## src/rtl/eep_pkg.sv

```systemverilog
package eep_pkg;

    typedef enum logic [2:0] {
        CMD_SETWE,
        CMD_CLRWE,
        CMD_RDST,
        CMD_WRST,
        CMD_RDARR,
        CMD_WRARR,
        CMD_NONE
    } cmd_e;

    typedef enum logic [2:0] {
        PH_OPC,
        PH_ADDR,
        PH_WDATA,
        PH_RDATA,
        PH_STOUT,
        PH_STIN,
        PH_SKIP
    } phase_e;

    typedef struct packed {
        logic       hwp_en;
        logic [1:0] prot;
        logic       we_latch;
        logic       busy;
    } stat_t;

    // Upper nibble must be zero; bit 3 carries no meaning.
    function automatic cmd_e decode(input logic [7:0] op);
        cmd_e c;
        c = CMD_NONE;
        if (op[7:4] == 4'b0000) begin
            case (op[2:0])
                3'b110:  c = CMD_SETWE;
                3'b100:  c = CMD_CLRWE;
                3'b101:  c = CMD_RDST;
                3'b001:  c = CMD_WRST;
                3'b011:  c = CMD_RDARR;
                3'b010:  c = CMD_WRARR;
                default: c = CMD_NONE;
            endcase
        end
        return c;
    endfunction

    function automatic logic [7:0] stat_byte(input stat_t s);
        return {s.hwp_en, 3'b000, s.prot, s.we_latch, s.busy};
    endfunction

    // hi = two most significant address bits
    function automatic logic in_protect(input logic [1:0] prot, input logic [1:0] hi);
        logic r;
        case (prot)
            2'b00:   r = 1'b0;
            2'b01:   r = (hi == 2'b11);
            2'b10:   r = hi[1];
            default: r = 1'b1;
        endcase
        return r;
    endfunction

endpackage

```

## src/rtl/eep_spi_shift.sv

```systemverilog
module eep_spi_shift #(
    parameter int SYNC_STAGES = 2
) (
    input  logic       clk,
    input  logic       rst,
    input  logic       sck,
    input  logic       cs_n,
    input  logic       si,
    input  logic [7:0] tx_byte,
    output logic       sel,
    output logic       sel_end,
    output logic       byte_done,
    output logic [7:0] rx_byte,
    output logic       so_bit
);
    logic [SYNC_STAGES-1:0] sck_q, cs_q, si_q;
    logic sck_d, cs_d;
    logic sck_s, cs_s, si_s;
    logic rise, fall;
    logic [2:0] cnt;
    logic [6:0] shreg;

    generate
        if (SYNC_STAGES == 1) begin : g_sync1
            always_ff @(posedge clk) begin
                if (rst) begin
                    sck_q <= '0;
                    cs_q  <= '1;
                    si_q  <= '0;
                end else begin
                    sck_q <= sck;
                    cs_q  <= cs_n;
                    si_q  <= si;
                end
            end
        end else begin : g_syncn
            always_ff @(posedge clk) begin
                if (rst) begin
                    sck_q <= '0;
                    cs_q  <= '1;
                    si_q  <= '0;
                end else begin
                    sck_q <= {sck_q[SYNC_STAGES-2:0], sck};
                    cs_q  <= {cs_q[SYNC_STAGES-2:0], cs_n};
                    si_q  <= {si_q[SYNC_STAGES-2:0], si};
                end
            end
        end
    endgenerate

    assign sck_s = sck_q[SYNC_STAGES-1];
    assign cs_s  = cs_q[SYNC_STAGES-1];
    assign si_s  = si_q[SYNC_STAGES-1];

    always_ff @(posedge clk) begin
        if (rst) begin
            sck_d <= 1'b0;
            cs_d  <= 1'b1;
        end else begin
            sck_d <= sck_s;
            cs_d  <= cs_s;
        end
    end

    assign rise    = sck_s & ~sck_d & ~cs_s;
    assign fall    = ~sck_s & sck_d & ~cs_s;
    assign sel     = ~cs_s;
    assign sel_end = cs_s & ~cs_d;

    always_ff @(posedge clk) begin
        if (rst) begin
            cnt       <= '0;
            shreg     <= '0;
            rx_byte   <= '0;
            byte_done <= 1'b0;
            so_bit    <= 1'b0;
        end else if (cs_s) begin
            cnt       <= '0;
            byte_done <= 1'b0;
        end else begin
            byte_done <= 1'b0;
            if (rise) begin
                shreg <= {shreg[5:0], si_s};
                cnt   <= cnt + 3'd1;
                if (cnt == 3'd7) begin
                    byte_done <= 1'b1;
                    rx_byte   <= {shreg, si_s};
                end
            end
            if (fall) begin
                so_bit <= tx_byte[3'd7 - cnt];
            end
        end
    end
endmodule

```

## src/rtl/eep_status.sv

```systemverilog
module eep_status
    import eep_pkg::*;
#(
    parameter int BUSY_CYC = 2000
) (
    input  logic       clk,
    input  logic       rst,
    input  logic       set_we,
    input  logic       clr_we,
    input  logic       prog_go,
    input  logic       wr_stat,
    input  logic [7:0] wr_val,
    output stat_t      st
);
    localparam int TW = $clog2(BUSY_CYC + 1);
    logic [TW-1:0] tmr;

    always_ff @(posedge clk) begin
        if (rst) begin
            st  <= '0;
            tmr <= '0;
        end else begin
            if (wr_stat) begin
                st.hwp_en <= wr_val[7];
                st.prot   <= wr_val[3:2];
            end
            if (prog_go) begin
                st.busy <= 1'b1;
                tmr     <= TW'(BUSY_CYC - 1);
            end else if (st.busy) begin
                if (tmr == '0) begin
                    st.busy     <= 1'b0;
                    st.we_latch <= 1'b0;
                end else begin
                    tmr <= tmr - 1'b1;
                end
            end else if (set_we) begin
                st.we_latch <= 1'b1;
            end else if (clr_we) begin
                st.we_latch <= 1'b0;
            end
        end
    end
endmodule

```

## src/rtl/eep_spi_ctrl.sv

```systemverilog
module eep_spi_ctrl
    import eep_pkg::*;
#(
    parameter int ADDR_W      = 17,
    parameter int BUSY_CYC    = 2000,
    parameter int SYNC_STAGES = 2
) (
    input  logic              clk,
    input  logic              rst,
    input  logic              sck,
    input  logic              cs_n,
    input  logic              si,
    input  logic              wp_n,
    output logic              so,
    output logic              so_oe,
    output logic [ADDR_W-1:0] mem_addr,
    output logic              mem_rd_en,
    output logic              mem_wr_en,
    output logic [7:0]        mem_wdata,
    input  logic [7:0]        mem_rdata
);
    localparam int ADDR_BYTES = (ADDR_W + 7) / 8;
    localparam int HOLD_W     = (ADDR_BYTES - 1) * 8;
    localparam int ACNT_W     = $clog2(ADDR_BYTES + 1);

    logic       sel, sel_end, byte_done, so_bit;
    logic [7:0] rx_byte;
    logic [7:0] tx;

    stat_t      st;
    logic       set_we, clr_we, prog_go, wr_stat;
    logic [7:0] st_val;
    logic       st_busy, st_wen;
    logic [1:0] st_prot;
    logic [7:0] st_byte;

    phase_e             ph;
    cmd_e               cmd;
    logic [HOLD_W-1:0]  hold;
    logic [HOLD_W+7:0]  full_addr;
    logic [ACNT_W-1:0]  acnt;
    logic [ADDR_W-1:0]  ptr;
    logic               rd_pend, prog_pend, st_pend;
    logic               wr_ok;

    eep_spi_shift #(.SYNC_STAGES(SYNC_STAGES)) u_shift (
        .clk       (clk),
        .rst       (rst),
        .sck       (sck),
        .cs_n      (cs_n),
        .si        (si),
        .tx_byte   (tx),
        .sel       (sel),
        .sel_end   (sel_end),
        .byte_done (byte_done),
        .rx_byte   (rx_byte),
        .so_bit    (so_bit)
    );

    eep_status #(.BUSY_CYC(BUSY_CYC)) u_stat (
        .clk     (clk),
        .rst     (rst),
        .set_we  (set_we),
        .clr_we  (clr_we),
        .prog_go (prog_go),
        .wr_stat (wr_stat),
        .wr_val  (st_val),
        .st      (st)
    );

    assign st_busy   = st.busy;
    assign st_wen    = st.we_latch;
    assign st_prot   = st.prot;
    assign st_byte   = stat_byte(st);
    assign full_addr = {hold, rx_byte};
    assign wr_ok     = st.we_latch & ~st.busy;
    assign so        = so_bit;

    always_ff @(posedge clk) begin
        if (rst) begin
            ph        <= PH_OPC;
            cmd       <= CMD_NONE;
            hold      <= '0;
            acnt      <= '0;
            ptr       <= '0;
            tx        <= '0;
            rd_pend   <= 1'b0;
            prog_pend <= 1'b0;
            st_pend   <= 1'b0;
            st_val    <= '0;
            set_we    <= 1'b0;
            clr_we    <= 1'b0;
            prog_go   <= 1'b0;
            wr_stat   <= 1'b0;
            mem_addr  <= '0;
            mem_rd_en <= 1'b0;
            mem_wr_en <= 1'b0;
            mem_wdata <= '0;
            so_oe     <= 1'b0;
        end else begin
            mem_rd_en <= 1'b0;
            mem_wr_en <= 1'b0;
            set_we    <= 1'b0;
            clr_we    <= 1'b0;
            prog_go   <= 1'b0;
            wr_stat   <= 1'b0;
            rd_pend   <= mem_rd_en;
            so_oe     <= sel && (ph == PH_RDATA || ph == PH_STOUT);
            if (rd_pend) begin
                tx <= mem_rdata;
            end
            if (sel_end) begin
                ph        <= PH_OPC;
                prog_go   <= prog_pend;
                wr_stat   <= st_pend;
                prog_pend <= 1'b0;
                st_pend   <= 1'b0;
            end else if (byte_done) begin
                case (ph)
                    PH_OPC: begin
                        cmd  <= decode(rx_byte);
                        acnt <= '0;
                        ph   <= PH_SKIP;
                        case (decode(rx_byte))
                            CMD_SETWE: set_we <= ~st.busy;
                            CMD_CLRWE: clr_we <= ~st.busy;
                            CMD_RDST: begin
                                ph <= PH_STOUT;
                                tx <= st_byte;
                            end
                            CMD_WRST: begin
                                if (wr_ok && !(st.hwp_en && !wp_n)) ph <= PH_STIN;
                            end
                            CMD_RDARR: begin
                                if (!st.busy) ph <= PH_ADDR;
                            end
                            CMD_WRARR: begin
                                if (wr_ok) ph <= PH_ADDR;
                            end
                            default: ph <= PH_SKIP;
                        endcase
                    end
                    PH_ADDR: begin
                        hold <= HOLD_W'(full_addr);
                        acnt <= acnt + 1'b1;
                        if (acnt == ACNT_W'(ADDR_BYTES - 1)) begin
                            if (cmd == CMD_RDARR) begin
                                mem_addr  <= full_addr[ADDR_W-1:0];
                                mem_rd_en <= 1'b1;
                                ptr       <= full_addr[ADDR_W-1:0] + 1'b1;
                                ph        <= PH_RDATA;
                            end else begin
                                ptr <= full_addr[ADDR_W-1:0];
                                ph  <= PH_WDATA;
                            end
                        end
                    end
                    PH_RDATA: begin
                        mem_addr  <= ptr;
                        mem_rd_en <= 1'b1;
                        ptr       <= ptr + 1'b1;
                    end
                    PH_WDATA: begin
                        if (!in_protect(st.prot, ptr[ADDR_W-1 -: 2])) begin
                            mem_addr  <= ptr;
                            mem_wdata <= rx_byte;
                            mem_wr_en <= 1'b1;
                            prog_pend <= 1'b1;
                        end
                        ptr <= ptr + 1'b1;
                    end
                    PH_STOUT: tx <= st_byte;
                    PH_STIN: begin
                        st_val    <= rx_byte;
                        st_pend   <= 1'b1;
                        prog_pend <= 1'b1;
                        ph        <= PH_SKIP;
                    end
                    default: ;
                endcase
            end
        end
    end
endmodule

```

## config.mk

```make
export PLATFORM = sky130hd
export DESIGN_NAME = eep_spi_ctrl
export DESIGN_NICKNAME = d
export VERILOG_FILES = /design/src/rtl/eep_pkg.sv /design/src/rtl/eep_spi_shift.sv /design/src/rtl/eep_status.sv /design/src/rtl/eep_spi_ctrl.sv
export SDC_FILE = /design/constraint.sdc
export NUM_CORES = 1
export LEC_CHECK = 0
export CAP_MARGIN = 20
export CELL_PAD_IN_SITES_DETAIL_PLACEMENT = 1
export CELL_PAD_IN_SITES_GLOBAL_PLACEMENT = 1
export CORE_ASPECT_RATIO = 1.5
export CORE_MARGIN = 2
export CORE_UTILIZATION = 45
export CTS_CLUSTER_SIZE = 14
export DETAILED_ROUTE_END_ITERATION = 10
export PLACE_DENSITY = 0.91
export SLEW_MARGIN = 0
export SYNTH_ARGS = -nofsm -noshare
export SYNTH_HDL_FRONTEND = slang
export SYNTH_SLANG_ARGS = --single-unit
```

## constraint.sdc

```tcl
create_clock -name clk -period 2.6 [get_ports clk]
set_input_delay 0.65 -clock clk [delete_from_list [all_inputs] [get_ports clk]]
set_output_delay 0.65 -clock clk [all_outputs]
set_load 0.02 [all_outputs]
```

==> impl_metrics.csv, run 1 <==
group,metric,value,unit
outcome,status,"finished clean",
timing,tightest_slew,0.660,ns
min_path,hp-class,"reg -> reg",
yosys,yosys_warnings,0,
power_and_ir_drop,ir_drop,0.475,mV
setup_path,crit_family,"compound AO/OA/AOI/OAI gates",
yosys,yosysUniqueCellTypes,60,
clock_network,h-tree-depth,4,
floorplanning,die_area,0.0139,sq mm
timing,final_max_slew_viol_count,0,
yosys,synth_nets,700,
place,place_inst,842,
yosys,synth_compound_area_share,15.8,%
setup_path,crit_type,"reg -> reg",
clock_network,numClockSinks,124,
yosys,synthArstFlopShare,0,%
yosys,synth_top_flop_cell,"dfxtp_1",
setup_path,cpPeakStageDelay,0.51,ns
place,dpl.hpwl,11.9,mm
clock_network,postCtsSetupBuffers,0,
yosys,ys_ff_latch,124,
yosys,synthSimpleGateAreaFrac,21.8,%
run,cap_violations,0,
timing,hold_viol_final,0,
timing,maxSlewHeadroom,55.9,%
place,place_ws,0.186,ns
setup_path,path_cells,"inv_1, ha_1, or3_1, a211oi_1, o2111ai_2, nor2_1, a211oi_1",
drt,drt-pass1-iter-count,5,
timing,layout_min_cycle_time,2.51,ns
setup_path,slowest_stage,"dfxtp_1",
yosys,ys_top_cells_by_area,"dfxtp_1 42%, mux2i_1 9.1%, nor2_1 5.3%",
timing,skew,0.00813,ns
power_and_ir_drop,powerDensity,643,mW/mm^2
drt,drc,0,
drt,vias,5343,
setup_path,crit_start,"u_shift.rx_byte[1]",
setup_path,r2r-end,"tx[2]",
clock_network,root_buffer,"clkbuf_16",
yosys,netlist.area_leader.share,42.5,%
place,numPortBuffers,42,
drt,wl_per_cell,21.2,um
yosys,syn-instance-count,677,
setup_path,endpoint,"tx[2]",
setup_path,start_kind,"flip-flop",
clock_network,clkLatencyLatePin,0.43,ns
setup_path,reg2reg_depth,7,
timing,timing.final.crit_share,96.5,%
setup_path,crit_required,2.88,ns
floorplanning,initial_core_util,45.6,%
setup_path,cp_num_buf_inv,1,
clock_network,cts_tree,"yes",
global_routing,grt_max_degree,65,
yosys,synth_fa_ha_area_share,1.93,%
final_layout,regArea,0.00248,sq mm
setup_path,critical_path_arrival,2.79,ns
clock_network,cts_buffer_depth,2,
final_layout,fillCellCount,1473,
drt,wl,18.5,mm
yosys,yosysMostFrequentCell,"dfxtp_1",
min_path,hold_path_startpoint,"u_shift.cs_q[0]",
timing,fin_setup_tns,0,ns
floorplanning,rows,51,
clock_network,cts-buffers-inserted,17,
final_layout,num_antenna_cells,0,
yosys,synth_area_leader_cell,"dfxtp_1",
yosys,synth-xor-area-share,3.00,%
final_layout,multi_input_area,0.00310,sq mm
global_routing,antenna_found_initial,0,
timing,fmax,0.399,GHz
final_layout,area_growth,20.1,%
place,gp_congestion,0.891,
yosys,yosysSeqAreaShare,42.5,%
floorplanning,die_y,144,um
global_routing,grt_pass1_wl,30.0,mm
setup_path,crit_path_max_fanout,11,
setup_path,critPathCaptureType,"flip-flop",
setup_path,path_common_cell,"a211oi_1",
drt,ant_nets,0,
setup_path,r2r-start,"u_shift.rx_byte[1]",
power_and_ir_drop,power.leakage,2.49,nW
floorplanning,io_pins,43,
final_layout,layout-drive-gt1-share,8.99,%
timing,worst_hold_slack,0.419,ns
drt,drtIter0Drc,443,
yosys,synth_top_family_by_area,"simple AND/OR/NAND/NOR gates",
yosys,syn_area_per_cell,8.63,sq um
yosys,synthTopCellsByCount,"124 x dfxtp_1, 83 x nor2_1, 61 x nand2_1",
timing,setup_viol,0,
global_routing,grt_util_all_layers,27.0,%
drt,via_per_inst,6.13,
timing,fin_ws,0.0915,ns
clock_network,clkTransAtPathRegs,0.05,ns
yosys,synth.area.mux_share,10.2,%
setup_path,r2r_setup_slack,0.09,ns
yosys,synth_edf_count,0,
global_routing,overflow,0,
floorplanning,core-area,0.0128,sq mm
final_layout,final_nets,725,
final_layout,stdcell_count,871,
global_routing,grt_pass1_vias,5754,
floorplanning,die_w,97.0,um
yosys,synth_area,0.00584,sq mm
power_and_ir_drop,p_total,0.00452,W
setup_path,crit_cells,7,
## routing by layer
layer	global-route usage [%]	part of all wire (%)	routed length (um)	vias up
met4	14.5	4.3	796	0
met5	0	0	0	-
met2	47.7	51	9470	177
met1	30.5	40	7460	2628
li1	-	-	-	2467
met3	5.54	4.0	735	71
## power by group
group          total (W)  leakage, nW  switching (W)  internal [W]
logic          0.0000751         1.19      0.0000444     0.0000307
clock network    0.00253        0.304       0.000846       0.00168
registers        0.00191         1.00     0.00000355       0.00191
## what timing repair did
item	CTS	global route
endpoints found under the setup margin	0	4
gates resized for setup	0	2
hold buffers	0	0
## worst reg2reg max path, cell delays in order (launching register included)
cell and delay [ns]:
dfxtp_1 0.51, inv_1 0.15, ha_1 0.21, or3_1 0.34, a211oi_1 0.48, o2111ai_2 0.36
nor2_1 0.24, a211oi_1 0.07
## worst min-delay path by stage
stage                            endpoint  depth (start not counted)
after floorplan           u_shift.cs_q[1]                          1
after global placement    u_shift.cs_q[1]                          1
after detailed placement  u_shift.cs_q[1]                          1
after CTS                 u_shift.cs_q[1]                          1
after global routing      u_shift.cs_q[1]                          1
final                     u_shift.cs_q[1]                          1
## cell usage in the layout, fill, tap and decap left out, drive strengths merged, types with 15 or more instances in the layout
master           n
o21a            15
nand2           61
nor3            17
a211oi          16
nand3           15
clkbuf          22
buf             17
mux2i           53
dfxtp          124
xnor2           16
clkdlybuf4s50   41
a31oi           21
nor2            84
o21ai           31
a21oi           30
## flip-flops by register name (all words and copies together) (netlist names), 2 cells and up, named ones only
register,cells
u_shift.shreg,7
hold,9
u_stat.tmr,11
st_val,3
u_shift.sck_q,2
cmd,3
u_stat.st,5
u_shift.rx_byte,8
acnt,2
tx,8
ptr,17
ph,2
u_shift.cs_q,2
u_shift.si_q,2
u_shift.cnt,3
mem_addr,17
mem_wdata,8
## through the flow
step	util, %	area [sq um]
after CTS	54.7	7010
after floorplan	-	5840
after detailed placement	49.8	6390
after global placement	49.8	6390
final	54.7	7020
after global routing	54.7	7020
## kinds of logic (layout without fill, tap and decap cells)
family | Yosys count | count (layout)
fa+ha+maj | 9 | 9
buf+inv | 67 | 102
simple gates | 258 | 258
mux | 57 | 57
flops | 124 | 124
xor+xnor | 20 | 20
compound gates | 142 | 142
## cell type report
type	instances	share of cell area (%)
multi-input combinational	486	44.1
sequential	124	35.4
tap	159	2.83
timing repair buffer	58	8.02
inverter	15	0.802
clock inverter	7	1.96
clock buffer	22	6.90
Note: power is estimated with default switching activity, not from simulation.
==> inputs of run 2 (changes only) <==
--- a/config.mk
+++ b/config.mk
@@ -10,10 +10,11 @@
 export CELL_PAD_IN_SITES_GLOBAL_PLACEMENT = 1
 export CORE_ASPECT_RATIO = 1.5
 export CORE_MARGIN = 2
-export CORE_UTILIZATION = 45
+export CORE_UTILIZATION = 46
 export CTS_CLUSTER_SIZE = 14
 export DETAILED_ROUTE_END_ITERATION = 10
-export PLACE_DENSITY = 0.91
+export DONT_BUFFER_PORTS = 1
+export PLACE_DENSITY = 0.79
 export SLEW_MARGIN = 0
 export SYNTH_ARGS = -nofsm -noshare
 export SYNTH_HDL_FRONTEND = slang
==> impl_metrics.csv, run 2 (same netlist as run 1, synthesis figures left out) <==
group,metric,value,unit
place,dpl.hpwl,11.7,mm
setup_path,reg2reg_depth,7,
floorplanning,io_pins,43,
drt,via_per_inst,6.10,
timing,rsz0062_at_grt,"false",
outcome,status,"finished clean",
setup_path,path_common_cell,"a211oi_1",
power_and_ir_drop,powerDensity,648,mW/mm^2
setup_path,crit_family,"compound AO/OA/AOI/OAI gates",
final_layout,layout-drive-gt1-share,11.1,%
setup_path,cp_num_buf_inv,2,
timing,hold_viol_final,0,
power_and_ir_drop,power.leakage,2.36,nW
floorplanning,core-area,0.0124,sq mm
timing,fmax,0.413,GHz
setup_path,r2r-start,"u_shift.rx_byte[1]",
global_routing,grt_pass1_wl,28.2,mm
final_layout,final_nets,692,
timing,maxSlewHeadroom,57.0,%
drt,drt-pass1-iter-count,5,
timing,fin_setup_tns,0,ns
timing,timing.final.crit_share,93.0,%
setup_path,crit_path_max_fanout,10,
min_path,hold_path_startpoint,"rst",
final_layout,area_growth,13.5,%
timing,setup_viol,0,
setup_path,r2r_setup_slack,0.18,ns
timing,skew,0.00848,ns
setup_path,slowest_stage,"dfxtp_1",
min_path,hold_depth,1,
clock_network,clkTransAtPathRegs,0.06,ns
timing,final_max_slew_viol_count,0,
global_routing,grt_pass1_vias,5423,
setup_path,cpPeakStageDelay,0.51,ns
setup_path,start_kind,"flip-flop",
min_path,hold_path_end,"rd_pend",
floorplanning,die_w,96.0,um
clock_network,h-tree-depth,4,
clock_network,clkLatencyLatePin,0.42,ns
place,place_ws,0.110,ns
timing,layout_min_cycle_time,2.42,ns
setup_path,crit_required,2.91,ns
final_layout,fin_util,53.3,%
drt,drtIter0Drc,283,
clock_network,cts_tree,"yes",
timing,tightest_slew,0.646,ns
final_layout,num_antenna_cells,0,
power_and_ir_drop,ir_drop,0.405,mV
timing,worst_hold_slack,0.313,ns
drt,vias,5110,
setup_path,crit_type,"reg -> reg",
global_routing,overflow,0,
timing,fin_ws,0.182,ns
drt,ant_nets,0,
drt,wl,17.6,mm
global_routing,grt_util_all_layers,27.1,%
floorplanning,rows,50,
floorplanning,initial_core_util,46.9,%
final_layout,top_regs,"mem_addr x17, ptr x17, u_stat.tmr x11",
final_layout,final_cell_mix,"124 x dfxtp_1, 83 x nor2_1, 61 x nand2_1",
final_layout,final_common_cell,"dfxtp_1",
run,cap_violations,0,
global_routing,grt_max_degree,107,
clock_network,root_buffer,"clkbuf_16",
place,gp_congestion,0.836,
clock_network,numClockSinks,124,
floorplanning,die_area,0.0136,sq mm
clock_network,cts-buffers-inserted,17,
final_layout,fillCellCount,1456,
setup_path,critPathCaptureType,"flip-flop",
global_routing,antenna_found_initial,0,
setup_path,r2r-end,"tx[3]",
setup_path,path_cells,"inv_1, ha_1, or3_1, a211oi_1, o2111ai_2, buf_4, a211oi_1",
clock_network,cts_buffer_depth,2,
place,numPortBuffers,0,
min_path,hp-class,"in -> reg",
drt,wl_per_cell,21.0,um
floorplanning,die_y,142,um
setup_path,critical_path_arrival,2.73,ns
drt,drc,0,
run 2: worst max-delay path by stage:
stage | slack [ns] | to | cells past startpoint | from
global placement | 0.39 | tx[4] | 7 | u_shift.rx_byte[1]
CTS | 0.001 | tx[0] | 6 | u_shift.rx_byte[1]
finish | 0.18 | tx[3] | 7 | u_shift.rx_byte[1]
floorplan | 0.51 | tx[0] | 9 | u_shift.rx_byte[0]
detailed placement | 0.11 | tx[0] | 6 | u_shift.rx_byte[1]
global route | 0.05 | tx[3] | 7 | u_shift.rx_byte[1]
run 2: power by group:
group	internal, W	leakage (nW)	switching (W)
Clock	0.00146	0.286	0.000896
Combinational	0.0000116	1.08	0.0000139
Sequential	0.00191	1.00	0.00000352
run 2: per-stage QoR:
step | instances | area [sq um] | total power (W)
after floorplan | 677 | 5840 | 0.00199
after global placement | 803 | 6000 | 0.00198
after detailed placement | 803 | 6000 | 0.00198
after CTS | 835 | 6600 | 0.00434
after global routing | 838 | 6630 | 0.00442
final | 838 | 6630 | 0.00430
run 2: worst reg2reg max path, cell delays in order (launching register included):
cell       delay, ns
dfxtp_1         0.51
inv_1           0.14
ha_1            0.22
or3_1           0.34
a211oi_1        0.39
o2111ai_2       0.25
buf_4           0.22
a211oi_1        0.26
run 2: final cells by class:
type / count / area, sq um / area share [%]
well taps: 156 / 195 / 2.94
multi-input cells: 486 / 3100 / 46.8
clock buffers: 19 / 453 / 6.83
flip-flops and latches: 124 / 2480 / 37.4
inverters: 15 / 56.3 / 0.849
repair buffers: 25 / 200 / 3.02
clock inverters: 13 / 141 / 2.13
run 2: layer usage:
| layer | GRT usage, % | wire length [um] |
|---|---|---|
| met4 | 12.0 | 429 |
| met2 | 48.1 | 9400 |
| met5 | 0 | 0 |
| met3 | 6.20 | 774 |
| met1 | 29.9 | 6960 |
run 2: repair_timing:
action                                  in CTS  in global routing
hold buffers                                 0                  0
buffers inserted                             0                  3
endpoints found under the setup margin       0                  8
gates resized for setup                      0                  2
==> inputs of run 3 (changes only) <==
--- a/config.mk
+++ b/config.mk
@@ -5,7 +5,6 @@
 export SDC_FILE = /design/constraint.sdc
 export NUM_CORES = 1
 export LEC_CHECK = 0
-export CAP_MARGIN = 20
 export CELL_PAD_IN_SITES_DETAIL_PLACEMENT = 1
 export CELL_PAD_IN_SITES_GLOBAL_PLACEMENT = 1
 export CORE_ASPECT_RATIO = 1.5
==> results of run 3 <==
Same layout as run 2: the final DEF is identical, and so are final timing and power.
